==> config.mk <==
export PLATFORM = sky130hd
export DESIGN_NAME = twin_timer
export DESIGN_NICKNAME = d
export VERILOG_FILES = /design/src/rtl/tmr_pkg.sv /design/src/rtl/tmr_decode.sv /design/src/rtl/tmr_channel.sv /design/src/rtl/tmr_irq_merge.sv /design/src/rtl/twin_timer.sv
export SDC_FILE = /design/constraint.sdc
export NUM_CORES = 1
export LEC_CHECK = 0
export BUFFER_PORTS_ARGS = -buffer_cell sky130_fd_sc_hd__buf_2
export CORE_ASPECT_RATIO = 1.25
export CORE_MARGIN = 1
export CORE_UTILIZATION = 65
export CTS_CLUSTER_DIAMETER = 150
export DETAILED_ROUTE_END_ITERATION = 16
export PLACE_DENSITY = 0.85
export SLEW_MARGIN = 10
export SYNTH_ARGS = -nofsm -noshare
export SYNTH_HDL_FRONTEND = slang
export SYNTH_SLANG_ARGS = --single-unit
==> constraint.sdc <==
create_clock -name clk -period 8.3 [get_ports clk]
set_input_delay 1.66 -clock clk [delete_from_list [all_inputs] [get_ports clk]]
set_output_delay 1.66 -clock clk [all_outputs]
set_load 0.02 [all_outputs]
==> src/rtl/tmr_pkg.sv <==
package tmr_pkg;
   localparam int CSR_W  = 11;
   localparam int B_DOWN = 1;
   localparam int B_AUTO = 4;
   localparam int B_IE   = 6;
   localparam int B_EN   = 7;
   localparam int B_FLAG = 8;

   typedef enum logic [1:0] {
      W_CTRL  = 2'd0,
      W_LOAD  = 2'd1,
      W_COUNT = 2'd2,
      W_SPARE = 2'd3
   } word_e;
endpackage

==> src/rtl/tmr_decode.sv <==
module tmr_decode
   import tmr_pkg::*;
#(
   parameter int NUM_CH = 2,
   parameter int ADDR_W = 3,
   localparam int CH_W  = ADDR_W - 2
) (
   input  logic                wr_en,
   input  logic [ADDR_W-1:0]   addr,
   output logic [NUM_CH-1:0]   ctrl_we,
   output logic [NUM_CH-1:0]   load_we,
   output logic [CH_W-1:0]     sel_ch,
   output word_e               sel_word,
   output logic                sel_hit
);
   assign sel_ch   = addr[ADDR_W-1:2];
   assign sel_word = word_e'(addr[1:0]);

   generate
      if (NUM_CH == (1 << CH_W)) begin : g_full
         assign sel_hit = 1'b1;
      end else begin : g_partial
         assign sel_hit = (32'(sel_ch) < NUM_CH);
      end
   endgenerate

   generate
      for (genvar c = 0; c < NUM_CH; c++) begin : g_strobe
         logic mine;
         assign mine       = wr_en && sel_hit && (sel_ch == CH_W'(c));
         assign ctrl_we[c] = mine && (sel_word == W_CTRL);
         assign load_we[c] = mine && (sel_word == W_LOAD);
      end
   endgenerate
endmodule

==> src/rtl/tmr_channel.sv <==
module tmr_channel
   import tmr_pkg::*;
#(
   parameter int DATA_W = 32
) (
   input  logic              clk,
   input  logic              rst_n,
   input  logic              ctrl_we,
   input  logic              load_we,
   input  logic [DATA_W-1:0] wdata,
   output logic [CSR_W-1:0]  ctrl_q,
   output logic [DATA_W-1:0] load_q,
   output logic [DATA_W-1:0] count_q,
   output logic              irq_req
);
   logic running;
   logic at_end;
   logic expire;

   assign at_end  = ctrl_q[B_DOWN] ? (count_q == '0) : (count_q == '1);
   assign expire  = running && at_end;
   assign irq_req = ctrl_q[B_FLAG] && ctrl_q[B_IE];

   always_ff @(posedge clk or negedge rst_n) begin
      if (!rst_n) begin
         load_q <= '0;
      end else if (load_we) begin
         load_q <= wdata;
      end
   end

   always_ff @(posedge clk or negedge rst_n) begin
      if (!rst_n) begin
         ctrl_q  <= '0;
         running <= 1'b0;
         count_q <= '0;
      end else if (ctrl_we) begin
         ctrl_q         <= wdata[CSR_W-1:0];
         ctrl_q[B_FLAG] <= 1'b0;
         running        <= wdata[B_EN];
         if (wdata[B_EN]) begin
            count_q <= load_q;
         end
      end else if (expire) begin
         ctrl_q[B_FLAG] <= 1'b1;
         if (ctrl_q[B_AUTO]) begin
            count_q <= load_q;
         end else begin
            running <= 1'b0;
         end
      end else if (running) begin
         if (ctrl_q[B_DOWN]) begin
            count_q <= count_q - 1'b1;
         end else begin
            count_q <= count_q + 1'b1;
         end
      end
   end

   AST_CTRL_WR_CLEARS_FLAG: assert property (@(posedge clk) disable iff (!rst_n)
      ctrl_we |=> !ctrl_q[B_FLAG]);
   AST_START_FROM_LOAD: assert property (@(posedge clk) disable iff (!rst_n)
      (ctrl_we && wdata[B_EN]) |=> (count_q == $past(load_q)));
   AST_DOWN_STEP: assert property (@(posedge clk) disable iff (!rst_n)
      (running && ctrl_q[B_DOWN] && (count_q != '0) && !ctrl_we)
      |=> (count_q == $past(count_q) - 1'b1));
   AST_UP_STEP: assert property (@(posedge clk) disable iff (!rst_n)
      (running && !ctrl_q[B_DOWN] && (count_q != '1) && !ctrl_we)
      |=> (count_q == $past(count_q) + 1'b1));
   AST_EXPIRY_SETS_FLAG: assert property (@(posedge clk) disable iff (!rst_n)
      (expire && !ctrl_we) |=> ctrl_q[B_FLAG]);
   AST_RELOAD_ON_EXPIRY: assert property (@(posedge clk) disable iff (!rst_n)
      (expire && ctrl_q[B_AUTO] && !ctrl_we) |=> (count_q == $past(load_q)));
   AST_STOPPED_HOLDS: assert property (@(posedge clk) disable iff (!rst_n)
      (!running && !ctrl_we) |=> $stable(count_q));
endmodule

==> src/rtl/tmr_irq_merge.sv <==
module tmr_irq_merge #(
   parameter int NUM_CH = 2
) (
   input  logic              clk,
   input  logic              rst_n,
   input  logic [NUM_CH-1:0] req,
   output logic              irq_o
);
   always_ff @(posedge clk or negedge rst_n) begin
      if (!rst_n) begin
         irq_o <= 1'b0;
      end else begin
         irq_o <= |req;
      end
   end

   AST_IRQ_LAGS_ONE: assert property (@(posedge clk) disable iff (!rst_n)
      $rose(irq_o) |-> $past(|req));
   AST_IRQ_DROPS: assert property (@(posedge clk) disable iff (!rst_n)
      $fell(irq_o) |-> !$past(|req));
endmodule

==> src/rtl/twin_timer.sv <==
module twin_timer
   import tmr_pkg::*;
#(
   parameter int NUM_CH = 2,
   parameter int ADDR_W = 3,
   parameter int DATA_W = 32
) (
   input  logic              clk,
   input  logic              rst_n,
   input  logic              wr_en,
   input  logic [ADDR_W-1:0] addr,
   input  logic [DATA_W-1:0] wdata,
   output logic [DATA_W-1:0] rdata,
   output logic              irq
);
   localparam int CH_W = ADDR_W - 2;

   initial begin
      assert (ADDR_W >= 3) else $error("ADDR_W must be at least 3");
      assert (NUM_CH >= 1) else $error("NUM_CH must be at least 1");
      assert (NUM_CH <= (1 << CH_W)) else $error("NUM_CH exceeds address field");
      assert (DATA_W >= CSR_W) else $error("DATA_W narrower than control word");
   end

   logic [NUM_CH-1:0]             ctrl_we;
   logic [NUM_CH-1:0]             load_we;
   logic [CH_W-1:0]               sel_ch;
   word_e                         sel_word;
   logic                          sel_hit;
   logic [NUM_CH-1:0][CSR_W-1:0]  ctrl_v;
   logic [NUM_CH-1:0][DATA_W-1:0] load_v;
   logic [NUM_CH-1:0][DATA_W-1:0] count_v;
   logic [NUM_CH-1:0]             req_v;

   tmr_decode #(.NUM_CH(NUM_CH), .ADDR_W(ADDR_W)) u_decode (
      .wr_en    (wr_en),
      .addr     (addr),
      .ctrl_we  (ctrl_we),
      .load_we  (load_we),
      .sel_ch   (sel_ch),
      .sel_word (sel_word),
      .sel_hit  (sel_hit)
   );

   generate
      for (genvar c = 0; c < NUM_CH; c++) begin : g_ch
         tmr_channel #(.DATA_W(DATA_W)) u_ch (
            .clk     (clk),
            .rst_n   (rst_n),
            .ctrl_we (ctrl_we[c]),
            .load_we (load_we[c]),
            .wdata   (wdata),
            .ctrl_q  (ctrl_v[c]),
            .load_q  (load_v[c]),
            .count_q (count_v[c]),
            .irq_req (req_v[c])
         );
      end
   endgenerate

   tmr_irq_merge #(.NUM_CH(NUM_CH)) u_irq (
      .clk   (clk),
      .rst_n (rst_n),
      .req   (req_v),
      .irq_o (irq)
   );

   always_comb begin
      rdata = '0;
      for (int c = 0; c < NUM_CH; c++) begin
         if (sel_hit && (sel_ch == CH_W'(c))) begin
            case (sel_word)
               W_CTRL:  rdata = {{(DATA_W-CSR_W){1'b0}}, ctrl_v[c]};
               W_LOAD:  rdata = load_v[c];
               W_COUNT: rdata = count_v[c];
               default: rdata = '0;
            endcase
         end
      end
   end

   AST_SPARE_READS_ZERO: assert property (@(posedge clk) disable iff (!rst_n)
      (sel_word == W_SPARE) |-> (rdata == '0));
   AST_ABSENT_CH_ZERO: assert property (@(posedge clk) disable iff (!rst_n)
      !sel_hit |-> (rdata == '0));
   AST_ABSENT_CH_NO_WRITE: assert property (@(posedge clk) disable iff (!rst_n)
      !sel_hit |-> ((ctrl_we == '0) && (load_we == '0)));
endmodule

==> out/qor.yml, run 1 <==
max_stage_delay_ns: 0.94
synth-seq-cells: 153
cp_max_fo: 43
synth_area_leaders: "dfrtp_1 (35%), mux2_2 (7.8%), ha_1 (6.8%)"
drv_cap: 0
grt_pass1_vias: 9635
yosys.area.top_type: "dfrtp_1"
synth_top_area_share_pct: 34.7
cpMaxStageDelayCell: "nor2_4"
core_area_um2: 16400
crit_required_ns: 6.64
power_density_nw_per_um2: 396
fin_crit_sh_pct: 69.5
dp.cells: 1469
gp_congestion: 0.929
ys_types: 83
startpoint: "addr[1]"
synth-edff-count: 0
antenna_found_initial: 1
fp.dieArea_um2: 17500
drt_iter0_markers: 1182
clk_root_buffer_cell: "clkbuf_16"
crit_path_end_kind: "primary output"
tightest_slew_ns: 1.18
max_slew_margin_pct: 21.5
critPathBufInv: 3
synth_cells: 1246
area_growth_syn_to_layout_pct: 9.43
post_cts_buffers: 0
r2r_slack_ns: 4.26
ctsResizeCount: 0
grt_max_degree: 87
dr.pass1.iters: 6
min_to: "g_ch[1].u_ch.ctrl_q[5]$_DFFE_PN0P_"
cts_tree: "yes"
avgSynthCellArea_um2: 8.85
start_kind: "input port"
die_y_um: 148
setup_viol_count_final: 0
rsz0062_at_grt: "false"
finalMaxSlewViolations: 0
grt_usage_pct: 36.7
path_cells: "buf_2 -> inv_1 -> nor2_4 -> nand2_1 -> o21ai_0 -> nand2_1 -> o21ai_0 -> and2_1 -> buf_2"
grt_overflow: 0
status: "finished, final reports clean"
clockBufferDepth: 2
whs_path_depth: 2
syn-num-nets: 1346
clock_latency_ns: 0.44
cts_buffers: 17
fmax_mhz: 173
holdBufCountCts: 0
timing.final.crit_period_ns: 5.77
critical-path-top-delay-family: "simple AND/OR/NAND/NOR gates"
die_w_um: 119
num_vias: 10500
drc: 0
crit_type: "in -> out"
arrival_ns: 4.11
cp_num_cells: 9
grt_pass1_wl_um: 50400
syn-cell-area_um2: 11000
fp-row-count: 52
fin_cells: 1503
final_area_um2: 12100
timing.hold.ws_ns: 0.481
reg2reg_from: "g_ch[1].u_ch.ctrl_q[1]$_DFFE_PN0P_"
peakVddDrop_mv: 0.223
synthArstFlopShare_pct: 100
wl_per_cell_um: 21.1
start_util_pct: 67.3
seq_area_frac_synth_pct: 34.7
hold_class: "reg -> reg"
ys_warn_count: 0
hold_violations: 0
min_from: "g_ch[1].u_ch.ctrl_q[5]$_DFFE_PN0P_"
finalSetupTns_ns: 0
reg2reg_depth: 10
dp_hpwl_um: 22000
clock-sinks: 153
nets: 1373
cts_max_level: 4
routed_wl_um: 31800
final_layout_size_suffix_gt1_share_pct: 18.0
reg2reg_to: "g_ch[1].u_ch.count_q[28]$_DFFE_PN0P_"
postRouteAntennaNets: 0
yosys_most_used_dff: "dfrtp_1"
clock_skew_ns: 0.0107
post_dp_cell_area_um2: 11400
clk_pin_slew_ns: 0.07
leakagePower_nw: 5.34
port-buffer-count: 70
vias_per_cell: 6.99
io_pins: 71
p_total_w: 0.00478
-- state kept, by name, indices dropped and copies added (netlist names) --
register / flops
g_ch.u_ch.count_q: 64
g_ch.u_ch.load_q: 64
g_ch.u_ch.ctrl_q: 22
g_ch.u_ch.running: 2
u_irq.irq_o: 1
-- worst reg2reg max path, cell delays in order (launching register included) --
cell and delay [ns]:
dfrtp_1 0.81, nor4b_1 0.29, nand4_1 0.10, or3_1 0.42
a21oi_1 0.17, o21a_2 0.68, inv_1 0.42, buf_4 0.35
nand2_1 0.35, o22ai_1 0.15, nor3b_1 0.22
-- power by group --
part           total, W  internal, W  switching [W]
Combinational   0.00257      0.00111        0.00145
Sequential      0.00139     0.000990       0.000395
Clock          0.000823     0.000466       0.000357
Total           0.00478      0.00257        0.00221
-- layout by cell type (no fill, tap or decap), types with 29 or more instances in the layout --
cell / Yosys / final
a21o_1: 36 / 36
a21oi_1: 110 / 109
a31oi_1: 35 / 35
buf_2: 16 / 69
dfrtp_1: 153 / 153
ha_1: 60 / 60
mux2_2: 76 / 76
nand2_1: 152 / 152
nand3_1: 37 / 37
nor2_1: 99 / 97
o21ai_0: 63 / 63
xnor2_1: 29 / 29
-- per-layer routing --
layer / wire (µm) / share of wire, % / GRT usage [%] / up-vias
li1: - / - / - / 4726
met1: 12700 / 40 / 48.7 / 5086
met2: 15200 / 48 / 59.4 / 586
met3: 2680 / 8.4 / 5.63 / 102
met4: 1230 / 3.9 / 17.1 / 0
met5: 0 / 0 / 0 / -
-- cell usage after synthesis, types with 16 or more instances --
cell      number
dfrtp_1      153
a21o_1        36
a221oi_1      23
a21oi_1      110
nand3_1       37
ha_1          60
clkbuf_1      45
nand4_1       23
a22oi_1       22
buf_2         16
o21ai_0       63
a31oi_1       35
xnor2_1       29
mux2_2        76
nand2_1      152
inv_1         21
nor2_1        99
nor3_1        17
mux2i_1       19
-- logic make-up (layout without fill, tap and decap cells) --
| kind of cell | Yosys count | after routing | synth area share (%) |
|---|---|---|---|
| adder cells (fa/ha/maj) | 62 | 62 | 7.17 |
| XOR/XNOR | 40 | 40 | 3.18 |
| AO/OA/AOI/OAI | 394 | 394 | 24.1 |
| AND/OR/NAND/NOR | 406 | 406 | 17.2 |
| other | 0 | 1 | 0 |
| flip-flops | 153 | 153 | 34.7 |
| multiplexers | 97 | 97 | 9.76 |
| buffers and inverters | 94 | 134 | 3.85 |
-- cell type report --
cell class / instances / area (µm²)
timing repair buffer: 81 / 459
clock buffer: 18 / 439
multi-input combinational: 999 / 6810
inverter: 21 / 78.8
fill: 1235 / 4330
tap: 216 / 270
antenna: 1 / 2.50
clock inverter: 14 / 180
sequential: 153 / 3830
-- metrics by stage --
| step | utilization (%) | setup slack, ns |
|---|---|---|
| floorplan | - | 3.53 |
| global placement | 69.7 | 2.67 |
| detailed placement | 69.7 | 2.64 |
| CTS | 73.4 | 2.63 |
| global route | 73.6 | 2.38 |
| finish | 73.6 | 2.53 |
-- how the worst max path moves through the flow --
| stage | endpoint | slack [ns] |
|---|---|---|
| 5_1_grt | rdata[1] | 2.38 |
| 2_1_floorplan | rdata[10] | 3.53 |
| 4_1_cts | rdata[1] | 2.63 |
| 6_report | rdata[1] | 2.53 |
| 3_3_place_gp | rdata[1] | 2.67 |
| 3_5_place_dp | rdata[1] | 2.64 |
Note: power is estimated with default switching activity, not from simulation.
==> run 2, diff against run 1 <==
- ABC_AREA: unset -> 1
- CORE_UTILIZATION: 65 -> 57
- PLACE_DENSITY: 0.85 -> 0.78
- clock period: 8.3 -> 5.22 ns (I/O delays scaled with it)
==> out/qor.yml, run 2 <==
drt_iter0_markers: 1231
synthArstFlopShare_pct: 100
num_vias: 13876
nets: 2306
power_density_nw_per_um2: 547
grt_pass1_wl_um: 68000
path_cells: "buf_2 -> inv_2 -> buf_4 -> nand2_1 -> buf_4 -> o22ai_1 -> a21oi_1 -> mux2i_1 -> buf_2"
postRouteAntennaNets: 0
fp.dieArea_um2: 23800
drv_cap: 0
yosys_most_used_dff: "dfrtp_1"
cp_max_fo: 27
synth-seq-cells: 153
busiest_layer: "met2"
met2_usage_pct: 67.2
crit_path_end_kind: "primary output"
clock_latency_ns: 0.44
yosysMostFrequentCell: "nand2_1"
start_kind: "input port"
syn-cell-area_um2: 13200
tightest_slew_ns: 1.18
avgSynthCellArea_um2: 6.09
core_area_um2: 22500
start_util_pct: 58.7
top_regs: "g_ch.u_ch.count_q (64), g_ch.u_ch.load_q (64), g_ch.u_ch.ctrl_q (22)"
rsz0062_at_grt: "false"
clk_root_buffer_cell: "clkbuf_16"
yosys.area.top_type: "dfrtp_1"
dp_hpwl_um: 33300
dr.pass1.iters: 6
finalMaxSlewViolations: 0
holdBufCountCts: 0
area_growth_syn_to_layout_pct: 8.00
clock-sinks: 153
mostFrequentLayoutCells: "nand2_1 (774), inv_1 (383), nand3_1 (198), dfrtp_1 (153), nor2_1 (145)"
use_met3_pct: 2.46
crit_type: "in -> out"
met1_usage_pct: 43.0
finalSetupTns_ns: 0
die_w_um: 138
sw_frac_of_total_pct: 51.0
ys_warn_count: 0
grt_pass1_vias: 13385
arrival_ns: 2.99
grt_max_degree: 80
setup_viol_count_final: 0
peakVddDrop_mv: 0.271
vias_per_cell: 5.54
synth_common_cells: "nand2_1 (775), inv_1 (383), nand3_1 (199)"
cts_tree: "yes"
final_layout_size_suffix_gt1_share_pct: 7.17
drc: 0
io_pins: 71
crit_required_ns: 4.18
fp-row-count: 61
clockBufferDepth: 2
timing.final.crit_period_ns: 4.04
fin_crit_sh_pct: 77.3
layout_commonest_cell: "nand2_1"
fmax_mhz: 248
cts_buffers: 17
seq_area_frac_synth_pct: 29.0
grt_usage_pct: 36.5
post_cts_buffers: 0
clock_skew_ns: 0.0121
routed_wl_um: 42500
max_stage_delay_ns: 0.35
antenna_found_initial: 1
r2r_slack_ns: 2.14
critPathBufInv: 5
clk_pin_slew_ns: 0.06
p_int_w: 0.00382
synth_top_area_share_pct: 29.0
max_slew_margin_pct: 21.5
pwr-share-comb_pct: 58.0
synth_area_leaders: "dfrtp_1 (29%), nand2_1 (22%), inv_1 (11%)"
gp_congestion: 0.940
ctsResizeCount: 0
power.switching_w: 0.00398
leakagePower_nw: 8.02
ys_types: 38
critical-path-top-delay-family: "buffers and inverters"
port-buffer-count: 70
grt_overflow: 0
p_seq_share_pct: 26.0
synth-edff-count: 0
wl_per_cell_um: 17.0
cpMaxStageDelayCell: "nand2_1"
p_clk_share_pct: 15.9
hold_violations: 0
timing.hold.ws_ns: 0.488
cts_max_level: 4
hold_class: "reg -> reg"
die_y_um: 172
synth_cells: 2172
status: "finished, final reports clean"
syn-num-nets: 2272
## run 2: cell count changes after synthesis, sizes merged, moves of 25 or more
cell,change
nand2,+637
inv,+366
nand3,+176
mux2,-78
o21ai,+73
a21oi,-58
nor2,+50
a21o,-38
o22ai,+25
## run 2: per-stage QoR
step	utilization [%]	area, µm²	cells	setup WS (ns)	power, W
4_1_cts	63.4	14300	2502	1.21	0.00774
3_3_place_gp	60.8	13700	2470	1.34	0.00641
2_1_floorplan	-	13200	2172	1.96	0.00524
6_report	63.4	14300	2503	1.18	0.00781
3_5_place_dp	60.8	13700	2470	1.26	0.00648
5_1_grt	63.4	14300	2503	1.10	0.00851
## run 2: power by group through the flow
stage,Clock [W],Combinational [W],Sequential [W]
6_report,0.00124,0.00453,0.00203
5_1_grt,0.00129,0.00515,0.00207
4_1_cts,0.00124,0.00449,0.00201
3_5_place_dp,0,0.00445,0.00203
3_3_place_gp,0,0.00439,0.00201
2_1_floorplan,0,0.00338,0.00187
## run 2: area by class of cell
class	count	area (µm²)
diodes	1	2.50
clock buffers	19	453
clock inverters	13	134
fillers	2223	8240
inverters	387	1450
multi-input cells	1566	7610
flip-flops and latches	153	3830
well taps	283	354
repair buffers	81	439
## run 2: logic make-up after synthesis
group | count (synthesis) | synth area share (%)
flip-flops | 153 | 29.0
AO/OA/AOI/OAI | 258 | 10.7
adder cells (fa/ha/maj) | 62 | 5.98
buffers and inverters | 453 | 13.5
XOR/XNOR | 20 | 1.33
AND/OR/NAND/NOR | 1220 | 39.1
multiplexers | 6 | 0.454
## run 2: worst min-delay path: stages (launching register included)
cell     delay, ns
dfrtp_1       0.34
nand2_1       0.05
o21ai_0       0.06
## run 2: path summary, 6_finish.rpt
path | startpoint | endpoint | cells past startpoint
setup / recovery | addr[0] | rdata[9] | 9
hold / removal | g_ch[1].u_ch.load_q[22]$_DFFE_PN0P_ | g_ch[1].u_ch.load_q[22]$_DFFE_PN0P_ | 2
setup reg to reg | g_ch[0].u_ch.ctrl_q[1]$_DFFE_PN0P_ | g_ch[0].u_ch.count_q[3]$_DFFE_PN0P_ | 12
hold reg to reg | g_ch[1].u_ch.load_q[22]$_DFFE_PN0P_ | g_ch[1].u_ch.load_q[22]$_DFFE_PN0P_ | 2
max in group asynchronous | rst_n | g_ch[0].u_ch.load_q[19]$_DFFE_PN0P_ | 2
min in group asynchronous | rst_n | g_ch[0].u_ch.load_q[2]$_DFFE_PN0P_ | 1
## run 2: per-layer routing
| layer | vias up | routed length [µm] |
|---|---|---|
| li1 | 6908 | - |
| met1 | 6369 | 17200 |
| met2 | 480 | 21100 |
| met3 | 119 | 2070 |
| met4 | 0 | 2090 |
| met5 | - | 0 |
